### src/rtl/sqc_pkg.sv
package sqc_pkg;
  typedef enum logic [2:0] {
    TS_IDLE  = 3'd0,
    TS_RUN   = 3'd1,
    TS_ROBSQ = 3'd2,
    TS_TRAP  = 3'd3,
    TS_FTRAP = 3'd4
  } thrState_e;

  // per-thread strobes from control to datapath
  typedef struct packed {
    logic fullSq;  // whole-thread squash (trap or context write)
    logic exSq;    // accepted execute squash
    logic insert;  // accepted instruction insert
    logic enter;   // thread enters squashing
    logic leave;   // thread leaves squashing
  } sqStrobe_t;
endpackage

### src/rtl/sqc_ctrl.sv
module sqc_ctrl
  import sqc_pkg::*;
#(
  parameter int NT       = 2,
  parameter int TRAP_LAT = 4
) (
  input  logic                   clk,
  input  logic                   rstN,
  input  logic [NT-1:0]          exSqValid,
  input  logic [NT-1:0]          trapRaise,
  input  logic [NT-1:0]          ctxSquash,
  input  logic [NT-1:0]          fetchFault,
  input  logic [NT-1:0]          fetchFaultClear,
  input  logic [NT-1:0]          insValid,
  input  logic [NT-1:0]          robDoneSquash,
  input  logic [NT-1:0]          youngOk,
  input  logic [NT-1:0]          seqZero,
  input  logic                   allSquashing,
  output sqStrobe_t [NT-1:0]     strobe,
  output logic [NT-1:0][2:0]     stateOut
);
  localparam int LAT_W = $clog2(TRAP_LAT + 1);

  for (genvar t = 0; t < NT; t++) begin : g_thr
    thrState_e        stQ, stD, afterDone;
    logic [LAT_W-1:0] tmrQ, tmrD;
    logic             fireQ;
    logic             fullSq, exAcc, insAcc, trapGo;

    always_comb begin
      afterDone = (stQ == TS_ROBSQ && robDoneSquash[t]) ? TS_RUN : stQ;
      // context write ignored while a trap is pending or firing
      fullSq = fireQ || (ctxSquash[t] && stQ != TS_TRAP);
      exAcc  = exSqValid[t] && (stQ != TS_TRAP || fireQ) &&
               (fullSq ? seqZero[t] : youngOk[t]);
      insAcc = insValid[t] && !allSquashing && stQ != TS_ROBSQ &&
               !fullSq && !exAcc;
      trapGo = trapRaise[t] && !fullSq && !exAcc &&
               stQ != TS_TRAP && stQ != TS_ROBSQ;

      if (fullSq || exAcc)
        stD = TS_ROBSQ;
      else if (trapGo)
        stD = TS_TRAP;
      else if (fetchFault[t] && (afterDone == TS_RUN || afterDone == TS_IDLE))
        stD = TS_FTRAP;
      else if (fetchFaultClear[t] && stQ == TS_FTRAP)
        stD = TS_RUN;
      else if (insAcc && stQ == TS_IDLE)
        stD = TS_RUN;
      else
        stD = afterDone;

      if (trapGo)
        tmrD = LAT_W'(TRAP_LAT);
      else if (tmrQ != '0)
        tmrD = tmrQ - LAT_W'(1);
      else
        tmrD = tmrQ;
    end

    always_ff @(posedge clk) begin
      if (!rstN) begin
        stQ   <= TS_IDLE;
        tmrQ  <= '0;
        fireQ <= 1'b0;
      end else begin
        stQ   <= stD;
        tmrQ  <= tmrD;
        fireQ <= (tmrQ == LAT_W'(1));
      end
    end

    assign strobe[t].fullSq = fullSq;
    assign strobe[t].exSq   = exAcc;
    assign strobe[t].insert = insAcc;
    assign strobe[t].enter  = (stD == TS_ROBSQ) && (stQ != TS_ROBSQ);
    assign strobe[t].leave  = (stQ == TS_ROBSQ) && (stD != TS_ROBSQ);
    assign stateOut[t]      = stQ;
  end
endmodule

### src/rtl/sqc_datapath.sv
module sqc_datapath
  import sqc_pkg::*;
#(
  parameter int NT    = 2,
  parameter int SEQ_W = 16,
  parameter int PC_W  = 32,
  localparam int CNT_W = $clog2(NT + 1)
) (
  input  logic                       clk,
  input  logic                       rstN,
  input  sqStrobe_t [NT-1:0]         strobe,
  input  logic [NT-1:0][SEQ_W-1:0]   exSqSeq,
  input  logic [NT-1:0]              exSqInclude,
  input  logic [NT-1:0]              exSqMispredict,
  input  logic [NT-1:0][PC_W-1:0]    exSqNextPc,
  input  logic [NT-1:0][SEQ_W-1:0]   insSeq,
  input  logic [NT-1:0]              robEmpty,
  input  logic [NT-1:0][SEQ_W-1:0]   robHeadSeq,
  input  logic [NT-1:0][PC_W-1:0]    commitPc,
  output logic [NT-1:0]              youngOk,
  output logic [NT-1:0]              seqZero,
  output logic [NT-1:0]              bcSquash,
  output logic [NT-1:0][SEQ_W-1:0]   bcDoneSeq,
  output logic [NT-1:0][PC_W-1:0]    bcNextPc,
  output logic [NT-1:0]              bcMispredict,
  output logic [CNT_W-1:0]           squashCount,
  output logic                       allSquashing
);
  for (genvar t = 0; t < NT; t++) begin : g_thr
    logic [SEQ_W-1:0] youngQ, effSeq, fullSeq;

    assign effSeq  = exSqSeq[t] - SEQ_W'(exSqInclude[t]);
    assign fullSeq = robEmpty[t] ? '0 : robHeadSeq[t] - SEQ_W'(1);
    assign youngOk[t] = exSqSeq[t] <= youngQ;
    assign seqZero[t] = exSqSeq[t] == '0;

    always_ff @(posedge clk) begin
      if (!rstN) begin
        youngQ          <= '0;
        bcSquash[t]     <= 1'b0;
        bcDoneSeq[t]    <= '0;
        bcNextPc[t]     <= '0;
        bcMispredict[t] <= 1'b0;
      end else begin
        bcSquash[t] <= strobe[t].fullSq | strobe[t].exSq;
        if (strobe[t].exSq) begin
          youngQ          <= effSeq;
          bcDoneSeq[t]    <= effSeq;
          bcNextPc[t]     <= exSqNextPc[t];
          bcMispredict[t] <= exSqMispredict[t];
        end else if (strobe[t].fullSq) begin
          youngQ          <= '0;
          bcDoneSeq[t]    <= fullSeq;
          bcNextPc[t]     <= commitPc[t];
          bcMispredict[t] <= 1'b0;
        end else if (strobe[t].insert) begin
          youngQ <= insSeq[t];
        end
      end
    end
  end

  logic [CNT_W-1:0] cntQ, cntD;

  always_comb begin
    cntD = cntQ;
    for (int t = 0; t < NT; t++) begin
      if (strobe[t].enter) cntD = cntD + CNT_W'(1);
      if (strobe[t].leave) cntD = cntD - CNT_W'(1);
    end
  end

  always_ff @(posedge clk) begin
    if (!rstN) cntQ <= '0;
    else       cntQ <= cntD;
  end

  assign squashCount  = cntQ;
  assign allSquashing = (cntQ == CNT_W'(NT));
endmodule

### src/rtl/commit_squash_ctrl.sv
module commit_squash_ctrl
  import sqc_pkg::*;
#(
  parameter int NT       = 2,
  parameter int SEQ_W    = 16,
  parameter int PC_W     = 32,
  parameter int TRAP_LAT = 4,
  localparam int CNT_W   = $clog2(NT + 1)
) (
  input  logic                       clk,
  input  logic                       rstN,
  input  logic [NT-1:0]              exSqValid,
  input  logic [NT-1:0][SEQ_W-1:0]   exSqSeq,
  input  logic [NT-1:0]              exSqInclude,
  input  logic [NT-1:0]              exSqMispredict,
  input  logic [NT-1:0][PC_W-1:0]    exSqNextPc,
  input  logic [NT-1:0]              trapRaise,
  input  logic [NT-1:0]              ctxSquash,
  input  logic [NT-1:0]              fetchFault,
  input  logic [NT-1:0]              fetchFaultClear,
  input  logic [NT-1:0]              insValid,
  input  logic [NT-1:0][SEQ_W-1:0]   insSeq,
  input  logic [NT-1:0]              robDoneSquash,
  input  logic [NT-1:0]              robEmpty,
  input  logic [NT-1:0][SEQ_W-1:0]   robHeadSeq,
  input  logic [NT-1:0][PC_W-1:0]    commitPc,
  output logic [NT-1:0]              bcSquash,
  output logic [NT-1:0]              bcRobSquashing,
  output logic [NT-1:0][SEQ_W-1:0]   bcDoneSeq,
  output logic [NT-1:0][PC_W-1:0]    bcNextPc,
  output logic [NT-1:0]              bcMispredict,
  output logic [NT-1:0][2:0]         threadState,
  output logic [CNT_W-1:0]           squashCount,
  output logic                       allSquashing,
  output logic                       stageActive
);
  sqStrobe_t [NT-1:0] strobe;
  logic [NT-1:0]      youngOk, seqZero;
  logic [NT-1:0]      busy;

  sqc_ctrl #(.NT(NT), .TRAP_LAT(TRAP_LAT)) u_ctrl (
    .clk, .rstN, .exSqValid, .trapRaise, .ctxSquash, .fetchFault,
    .fetchFaultClear, .insValid, .robDoneSquash, .youngOk, .seqZero,
    .allSquashing, .strobe, .stateOut(threadState)
  );

  sqc_datapath #(.NT(NT), .SEQ_W(SEQ_W), .PC_W(PC_W)) u_dp (
    .clk, .rstN, .strobe, .exSqSeq, .exSqInclude, .exSqMispredict,
    .exSqNextPc, .insSeq, .robEmpty, .robHeadSeq, .commitPc, .youngOk,
    .seqZero, .bcSquash, .bcDoneSeq, .bcNextPc, .bcMispredict,
    .squashCount, .allSquashing
  );

  for (genvar t = 0; t < NT; t++) begin : g_flag
    assign bcRobSquashing[t] = threadState[t] == TS_ROBSQ;
    assign busy[t] = threadState[t] == TS_ROBSQ || threadState[t] == TS_TRAP ||
                     threadState[t] == TS_FTRAP;
  end
  assign stageActive = |busy;
endmodule

### config.mk
export PLATFORM = sky130hd
export DESIGN_NAME = commit_squash_ctrl
export DESIGN_NICKNAME = d
export VERILOG_FILES = /design/src/rtl/sqc_pkg.sv /design/src/rtl/sqc_ctrl.sv /design/src/rtl/sqc_datapath.sv /design/src/rtl/commit_squash_ctrl.sv
export SDC_FILE = /design/constraint.sdc
export NUM_CORES = 1
export LEC_CHECK = 0
export CAP_MARGIN = 5
export CORE_AREA = 8 8 134 136
export DETAILED_ROUTE_END_ITERATION = 10
export DIE_AREA = 0 0 142 144
export DONT_BUFFER_PORTS = 1
export PLACE_DENSITY = 0.72
export SYNTH_ARGS = -nofsm -noshare
export SYNTH_HDL_FRONTEND = slang
export SYNTH_HIERARCHICAL = 1
export SYNTH_SLANG_ARGS = --single-unit
### constraint.sdc
create_clock -name clk -period 4.26 [get_ports clk]
set_clock_uncertainty 0.05 [all_clocks]
set_input_delay 0.213 -clock clk [delete_from_list [all_inputs] [get_ports clk]]
set_output_delay 0.213 -clock clk [all_outputs]
set_load 0.005 [all_outputs]
==> run summary, run 1 <==
The floorplan step set the die width to 142 um. Setup repair after global routing left no endpoint under its margin. The mapped cell area was 8910 um2; the number of max-cap violations was 0.

The worst register-to-register path has a depth of 15. The post-route non-filler standard cell count came out at 1455. The element type at the critical path start was a flop. CTS saw 148 sinks. TritonCTS built the clock tree. In this run the critical register-to-register path is captured at u_dp/g_thr[1].youngQ[2].

Measured along the y axis, the die boundary spans 144 um. In the layout the commonest cells are sky130_fd_sc_hd__nor2_1, sky130_fd_sc_hd__dfxtp_1, sky130_fd_sc_hd__dlygate4sd3_1, sky130_fd_sc_hd__a21oi_1, sky130_fd_sc_hd__mux2i_1. The via count of the first global-routing pass is 8795, and the worst slew margin relative to its limit is 0.392. The tools report the endpoint with the worst hold slack as u_dp/bcNextPc[29].

The library cell used most frequently in the layout, excluding fill and tap cells, is sky130_fd_sc_hd__nor2_1. The post-route fraction of the period consumed by the critical path came out at 0.943. The tree is rooted in a sky130_fd_sc_hd__clkbuf_16. Dividing the detail-routed via count by the number of cells gives 6.13.

For this run, design rule violations remaining after detail routing come to 0. The switching part of the total power came out at 0.345. The total global routing overflow is 0. The net count of the finished layout came out at 1505. After clock tree synthesis, the clock-pin slew on the worst setup and hold paths is 70 ps.

The starting density of the core came out at 0.555. Setup violations remaining at the end of the flow were counted as 0. The cell count after synthesis came out at 1121. The number of placed instances, taps included, is 1286.

The tools report the count of TritonRoute iterations in the first routing pass as 6. The number of buffers inserted during clock tree synthesis is 17, and the register bit count reported by yosys is 148. The area growth from synthesis to layout is 23.0%.

The design area is 11000 um2. The largest single stage delay on the critical path is 580 ps. The fraction of final layout cells with drive strength greater than 1 is 0.0652, and the number of antenna violations at the first check in global routing is 3. Entering global routing, the biggest net connects 91 pins. Proportion of power drawn by the clock network: 0.321.

At the worst endpoint, the required time is 4570 ps. The cell area after placement is 9030 um2, and the die footprint is 20400 um2. Static timing analysis puts the maximum clock frequency at 249 MHz. Row generation in the floorplan step produced 47 rows. Path class of the lowest-slack min-delay path: input pin to flop. The Yosys step of the flow raised 6 warnings. The synthesized netlist contains 71 unique library cells. The sequential group share of total power is 0.374, and the worst-case register-to-register setup slack is 240 ps. The register area share after synthesis is 0.333. The logs give 0.306 for the combinational fraction of design power and 8918 for the via count. The logs give 697 for the DRC violation total after the first TritonRoute iteration and 16100 um2 for the placeable core area. The congestion estimate from routability-driven global placement came to 0.893. The combined global-route utilization of all metal layers is 0.304, and the total power divided by cell area is 449 nW/um2. Start-to-end type of the worst setup path: flop to flop. The count of buffers added on input and output ports is 0. For the worst-skew pair, the clock arrives at the later sink with an insertion delay of 420 ps. Cell internal power was estimated by the tool at 3220 uW.

The transition at the pin with the smallest max-transition slack came out at 910 ps. The run finished with clean final reports. The run gives 4 as the number of H-tree levels. Net count after synthesis: 1412. Sort of element at the end of the critical path: a flop. The fraction of registers with async set or reset after synthesis was 0; the final routed wirelength across all metal layers was 32.3 mm. Yosys mapped a number of flops with a built-in enable equal to 0. The tools report the worst IR drop on VDD as 0.295 mV. Walking the worst path, the cells encountered are inv_1, ha_1, nor2b_1, o211ai_1, a21oi_1, o22ai_1, a22o_1, a211oi_4, nor2_1, nor4b_1, inv_1, nand2_2, o21ai_0, a21oi_1, dlygate4sd3_1.

Counting instances, the worst hold path has a depth of 4. The first global-routing pass estimated 48.6 mm of wire. The worst path in the final design needs a cycle of 4020 ps, including I/O delays and setup.

In this run the worst path has a maximum fanout of 16. In this run the static leakage power is 0.00439 uW. The main flop type after synthesis was sky130_fd_sc_hd__dfxtp_1.

STA puts the critical path data arrival time at 4330 ps. In the final routed layout, each cell accounts on average for 22.2 um. Setup total negative slack on the finished layout was measured at 0 ps. A synthesized cell averages 7.95 um2.

Critical register-to-register path startpoint: u_dp/g_thr[1].youngQ[1]. The logs give 0 for the count of final max-slew check failures and 0.683 for the final core area utilization. The startpoint identified for the worst hold timing path is commitPc[29].

The half-perimeter wire length after placement was 22.1 mm; the power dissipated by switching net loads was 1700 uW. For this design, the slowest cell found on the critical path is sky130_fd_sc_hd__dlygate4sd3_1. The clock passes through at most 2 buffers.

The logs give 0 for the final hold violation count and 358 for the top-level I/O count. The count of nets left with antenna violations once routing finished came out at 0. Buffers added to address setup during post-CTS repair amount to 0.
-- final cells by class --
| cell class | count | area, um2 |
|---|---|---|
| antenna | 8 | 20.0 |
| clock buffer | 19 | 433 |
| clock inverter | 13 | 175 |
| fill | 1254 | 5090 |
| inverter | 54 | 204 |
| multi-input combinational | 852 | 5490 |
| sequential | 148 | 2960 |
| tap | 220 | 275 |
| timing repair buffer | 141 | 1400 |
-- how the worst max path moves through the flow --
stage,depth (start not counted),start,slack (ps),end
global placement,16,u_dp/g_thr[1].youngQ[15],720,u_dp/squashCount[1]
global route,15,u_dp/g_thr[1].youngQ[9],0.2,u_dp/g_thr[1].youngQ[8]
floorplan,16,u_dp/g_thr[1].youngQ[15],990,u_dp/squashCount[1]
CTS,15,u_dp/g_thr[1].youngQ[9],250,u_dp/g_thr[1].youngQ[2]
finish,15,u_dp/g_thr[1].youngQ[1],240,u_dp/g_thr[1].youngQ[2]
detailed placement,16,u_dp/g_thr[1].youngQ[15],650,u_dp/squashCount[1]
-- worst max-delay path, delay by kind of cell (launching register included) --
| family | cells | cell delay (ps) |
|---|---|---|
| and+or+nand+nor | 4 | 1060 |
| AOI/OAI and AO/OA | 7 | 1170 |
| DFF | 1 | 360 |
| adders and majority gates | 1 | 280 |
| buffers and inverters | 3 | 1040 |
-- what timing repair did --
item / in CTS / in global routing
endpoints found under the hold margin: 128 / 0
hold buffers: 129 / 0
resized for setup: 0 / 2
setup endpoints to repair: 0 / 9
-- power groups by stage --
stage / Combinational [uW] / Sequential, uW / Clock, uW
after global placement: 1240 / 1860 / 0
after CTS: 1440 / 1830 / 1590
after global routing: 1660 / 1860 / 1650
after floorplan: 1080 / 1760 / 0
final: 1500 / 1840 / 1580
after detailed placement: 1270 / 1860 / 0
-- flip-flops by register name, indices dropped and copies added (netlist names) --
| name | count |
|---|---|
| u_dp/bcDoneSeq | 32 |
| u_dp/squashCount | 2 |
| u_ctrl/g_thr.fireQ | 2 |
| u_dp/bcMispredict | 2 |
| u_dp/g_thr.youngQ | 32 |
| u_dp/bcNextPc | 64 |
| u_ctrl/g_thr.stQ | 6 |
| u_ctrl/g_thr.tmrQ | 6 |
| u_dp/bcSquash | 2 |
-- kinds of logic after synthesis --
group / after synthesis / synth area share
AO/OA/AOI/OAI: 278 / 0.193
multiplexers: 73 / 0.0820
buffers and inverters: 121 / 0.0551
flip-flops: 148 / 0.333
XOR/XNOR: 48 / 0.0480
adder cells (fa/ha/maj): 45 / 0.0632
AND/OR/NAND/NOR: 408 / 0.226
-- through the flow --
stage               total power, uW  setup slack, ps  hold slack (ps)
floorplan                      2840              991              281
global placement               3090              716              291
detailed placement             3130              650              292
CTS                            4860              250           0.0898
global route                   5180            0.219             17.1
finish                         4920              244             17.0
-- routing by layer --
layer / part of all wire / wire length (um) / vias to the layer above / global-route usage
li1: - / - / 4137 / -
met1: 0.37 / 12000 / 4121 / 0.348
met2: 0.48 / 15500 / 555 / 0.495
met3: 0.11 / 3530 / 105 / 0.104
met4: 0.041 / 1330 / 0 / 0.158
met5: 0 / 0 / - / 0
-- synth_stat cells, drive strengths merged, types with 5 or more instances --
master | count | area share
o221a | 6 | 0.0076
ha | 45 | 0.063
a211oi | 15 | 0.014
inv | 54 | 0.023
or2 | 6 | 0.0042
a21o | 7 | 0.0059
o21a | 13 | 0.011
xor2 | 19 | 0.019
a22oi | 6 | 0.0051
buf | 24 | 0.014
nand3b | 8 | 0.0067
nor2b | 16 | 0.011
nand3 | 19 | 0.011
nand4 | 8 | 0.0056
nor3 | 19 | 0.011
nor4 | 16 | 0.012
nand2b | 14 | 0.011
o21ai | 61 | 0.034
nor2 | 189 | 0.080
o31ai | 5 | 0.0042
xnor2 | 29 | 0.029
a21oi | 121 | 0.068
nor3b | 12 | 0.010
a21boi | 6 | 0.0051
clkbuf | 43 | 0.018
or4 | 11 | 0.010
nand2 | 60 | 0.025
and2 | 6 | 0.0042
a221oi | 6 | 0.0059
a31oi | 7 | 0.0049
or3 | 5 | 0.0035
mux2i | 73 | 0.082
and3 | 5 | 0.0035
dfxtp | 148 | 0.33
(Power assumes the default switching activity.)
==> run 2, diff against run 1 <==
--- a/config.mk
+++ b/config.mk
@@ -10,7 +10,7 @@
 export DETAILED_ROUTE_END_ITERATION = 10
 export DIE_AREA = 0 0 142 144
 export DONT_BUFFER_PORTS = 1
-export PLACE_DENSITY = 0.72
+export PLACE_DENSITY = 0.78
 export SYNTH_ARGS = -nofsm -noshare
 export SYNTH_HDL_FRONTEND = slang
 export SYNTH_HIERARCHICAL = 1
==> run summary, run 2 (synthesized netlist as in run 1, its figures left out) <==
The run finished with clean final reports. The maximum fanout along the worst path is 15. The start-to-end type of the worst setup path was flop to flop. The post-layout minimum cycle time is 4000 ps, and the fraction of final layout cells with drive strength greater than 1 is 0.0698.

The post-route fraction of the period consumed by the critical path came out at 0.939. The via count of the first global-routing pass was 8651. The worst IR drop on VDD is 0.276 mV. The count of final max-slew check failures was 0; the global-route met1 utilization was 0.337.

The detail route stage leaves a number of antenna-violating nets equal to 0. The die is 142 um wide. The final layout contains 1482 nets.

The final weighted congestion in routability-driven placement is 0.934, and the half-perimeter wire length after placement is 22.7 mm. The run gives 0.555 as the starting density of the core. After detailed routing, the number of vias per cell comes to 6.17.

For this block, the via count after detailed routing is 8842. The first global-routing pass estimated 47.8 mm of wire. After detailed routing, the total wire length is 32.3 mm. In this run the power density over the cells is 446 nW/um2. During I/O placement, the number of pins put on the boundary was 358. The first TritonRoute pass finished after 6 iterations. The run gives 4560 ps as the data required time at the worst endpoint. The worst slew margin relative to its limit is 0.537. STA classifies the critical path startpoint as a flop.

The transition at the pin with the smallest max-transition slack is 695 ps. The cell count after placement was 1288. The combined global-route utilization of all metal layers was 0.299. The die covers 20400 um2. For the highest clock rate, the log shows 250 MHz.

Dividing the detail-routed wire length by the instance count gives 22.6 um. The maximum buffer depth of the clock tree was 2. Setup violations remaining at the end of the flow were counted as 0. The quantity of I/O buffers inserted on ports is 0, and the post-layout total power is 4770 uW. Arrival time reported for the critical path endpoint: 4300 ps. The largest net degree at the start of global routing came out at 68.

Number of buffers inserted during clock tree synthesis: 17. After clock tree synthesis, the clock-pin slew on the worst setup and hold paths is 70 ps. Summed over all layers, the global routing overflow is 0. Met3 usage in global routing: 0.104. After global routing, the most crowded layer is met2. The met2 usage is 0.494.

Setup repair after global routing left no endpoint under its margin. From bottom edge to top edge, the die measures 144 um. The tree built by TritonCTS fans out to 148 sinks. The DRC violation count after routing came out at 0.

The most common cell after layout, fill and taps aside was sky130_fd_sc_hd__nor2_1. Placeable core area: 16100 um2. The DRC violation total after the first TritonRoute iteration came out at 867. The accumulated negative setup slack is 0 ps. The tools report the number of H-tree levels as 4. The layout overhead on the synthesized area works out to 20.1%. The run gives 1432 as the post-route non-filler standard cell count.

Ranked by flip-flop count, first place goes to u_dp/bcNextPc. After clock tree synthesis, the setup repair step added 0 buffers. The flip-flop count of the largest register, all copies and words added works out to 64.

TritonCTS built the clock tree. For the total number of placement rows, the log shows 47. The tools report the static leakage power as 0.00429 uW.

The run gives 410 ps as the worst-skew pair later-pin latency. Sort of element at the end of the critical path: a flop. Leaving out fill and tap cells, the most frequent cells in the layout are sky130_fd_sc_hd__nor2_1, sky130_fd_sc_hd__dfxtp_1, sky130_fd_sc_hd__a21oi_1, sky130_fd_sc_hd__dlygate4sd3_1, sky130_fd_sc_hd__mux2i_1. In the final layout, the registers with the most flip-flops are u_dp/bcNextPc x64, u_dp/bcDoneSeq x32, u_dp/g_thr.youngQ x32.

The path class of the lowest-slack min-delay path was input pin to flop. CTS placed an instance of sky130_fd_sc_hd__clkbuf_16 at the clock tree root. The worst hold margin is 20.6 ps, and the number of max-cap violations is 0. The number of antenna violations at the first check in global routing came out at 9.

The final hold violation count is 0.
==> run 2: final timing paths <==
path                                 start                       to  slack [ps]  cells after the start
hold reg to reg    u_ctrl/g_thr[0].tmrQ[2]    u_ctrl/g_thr[0].fireQ         410                      1
hold / removal                commitPc[24]        u_dp/bcNextPc[24]          20                      4
setup reg to reg  u_dp/g_thr[0].youngQ[13]  u_dp/g_thr[0].youngQ[5]         260                     15
setup / recovery  u_dp/g_thr[0].youngQ[13]  u_dp/g_thr[0].youngQ[5]         260                     15
==> run 2: report_power, final <==
part           total, uW  switching [uW]  internal [uW]
logic               1450             821            632
clock network       1480             635            848
registers           1840             227           1610
==> run 2: metrics by stage <==
| step | setup slack, ps | utilization | cell area (um2) |
|---|---|---|---|
| final | 262 | 0.667 | 10700 |
| after global routing | 78.2 | 0.666 | 10700 |
| after CTS | 144 | 0.664 | 10700 |
| after detailed placement | 708 | 0.562 | 9030 |
| after global placement | 791 | 0.562 | 9030 |
| after floorplan | 991 | - | 8910 |
==> run 2: layout make-up <==
type | count | area [um2]
clock inverter | 11 | 119
multi-input combinational | 852 | 5500
fill | 1228 | 5350
inverter | 54 | 204
sequential | 148 | 2960
clock buffer | 20 | 457
antenna | 9 | 22.5
timing repair buffer | 118 | 1160
tap | 220 | 275
==> run 2: layer usage <==
metal	wire (um)	up-vias
met3	3530	107
met4	1310	2
met5	13	-
met2	15500	578
met1	12000	4061
li1	-	4094
==> run 2: critical path, cell delays in order, from the launching register on <==
cell and delay, ps:
sky130_fd_sc_hd__dfxtp_1 330, sky130_fd_sc_hd__inv_1 40, sky130_fd_sc_hd__ha_1 300, sky130_fd_sc_hd__nand3_1 160
sky130_fd_sc_hd__o21ai_0 330, sky130_fd_sc_hd__nand3_1 120, sky130_fd_sc_hd__a22o_1 250, sky130_fd_sc_hd__a211oi_2 330
sky130_fd_sc_hd__nor2_1 90, sky130_fd_sc_hd__nor3_1 240, sky130_fd_sc_hd__buf_4 200, sky130_fd_sc_hd__inv_1 270
sky130_fd_sc_hd__nand2_4 290, sky130_fd_sc_hd__nor2_1 70, sky130_fd_sc_hd__a211oi_1 250, sky130_fd_sc_hd__dlygate4sd3_1 610
==> run 2: what timing repair did <==
item                                    in CTS  in global routing
gates resized for setup                      0                  5
endpoints found under the setup margin       0                  4
endpoints found under the hold margin      124                  0
hold buffers                               104                  0
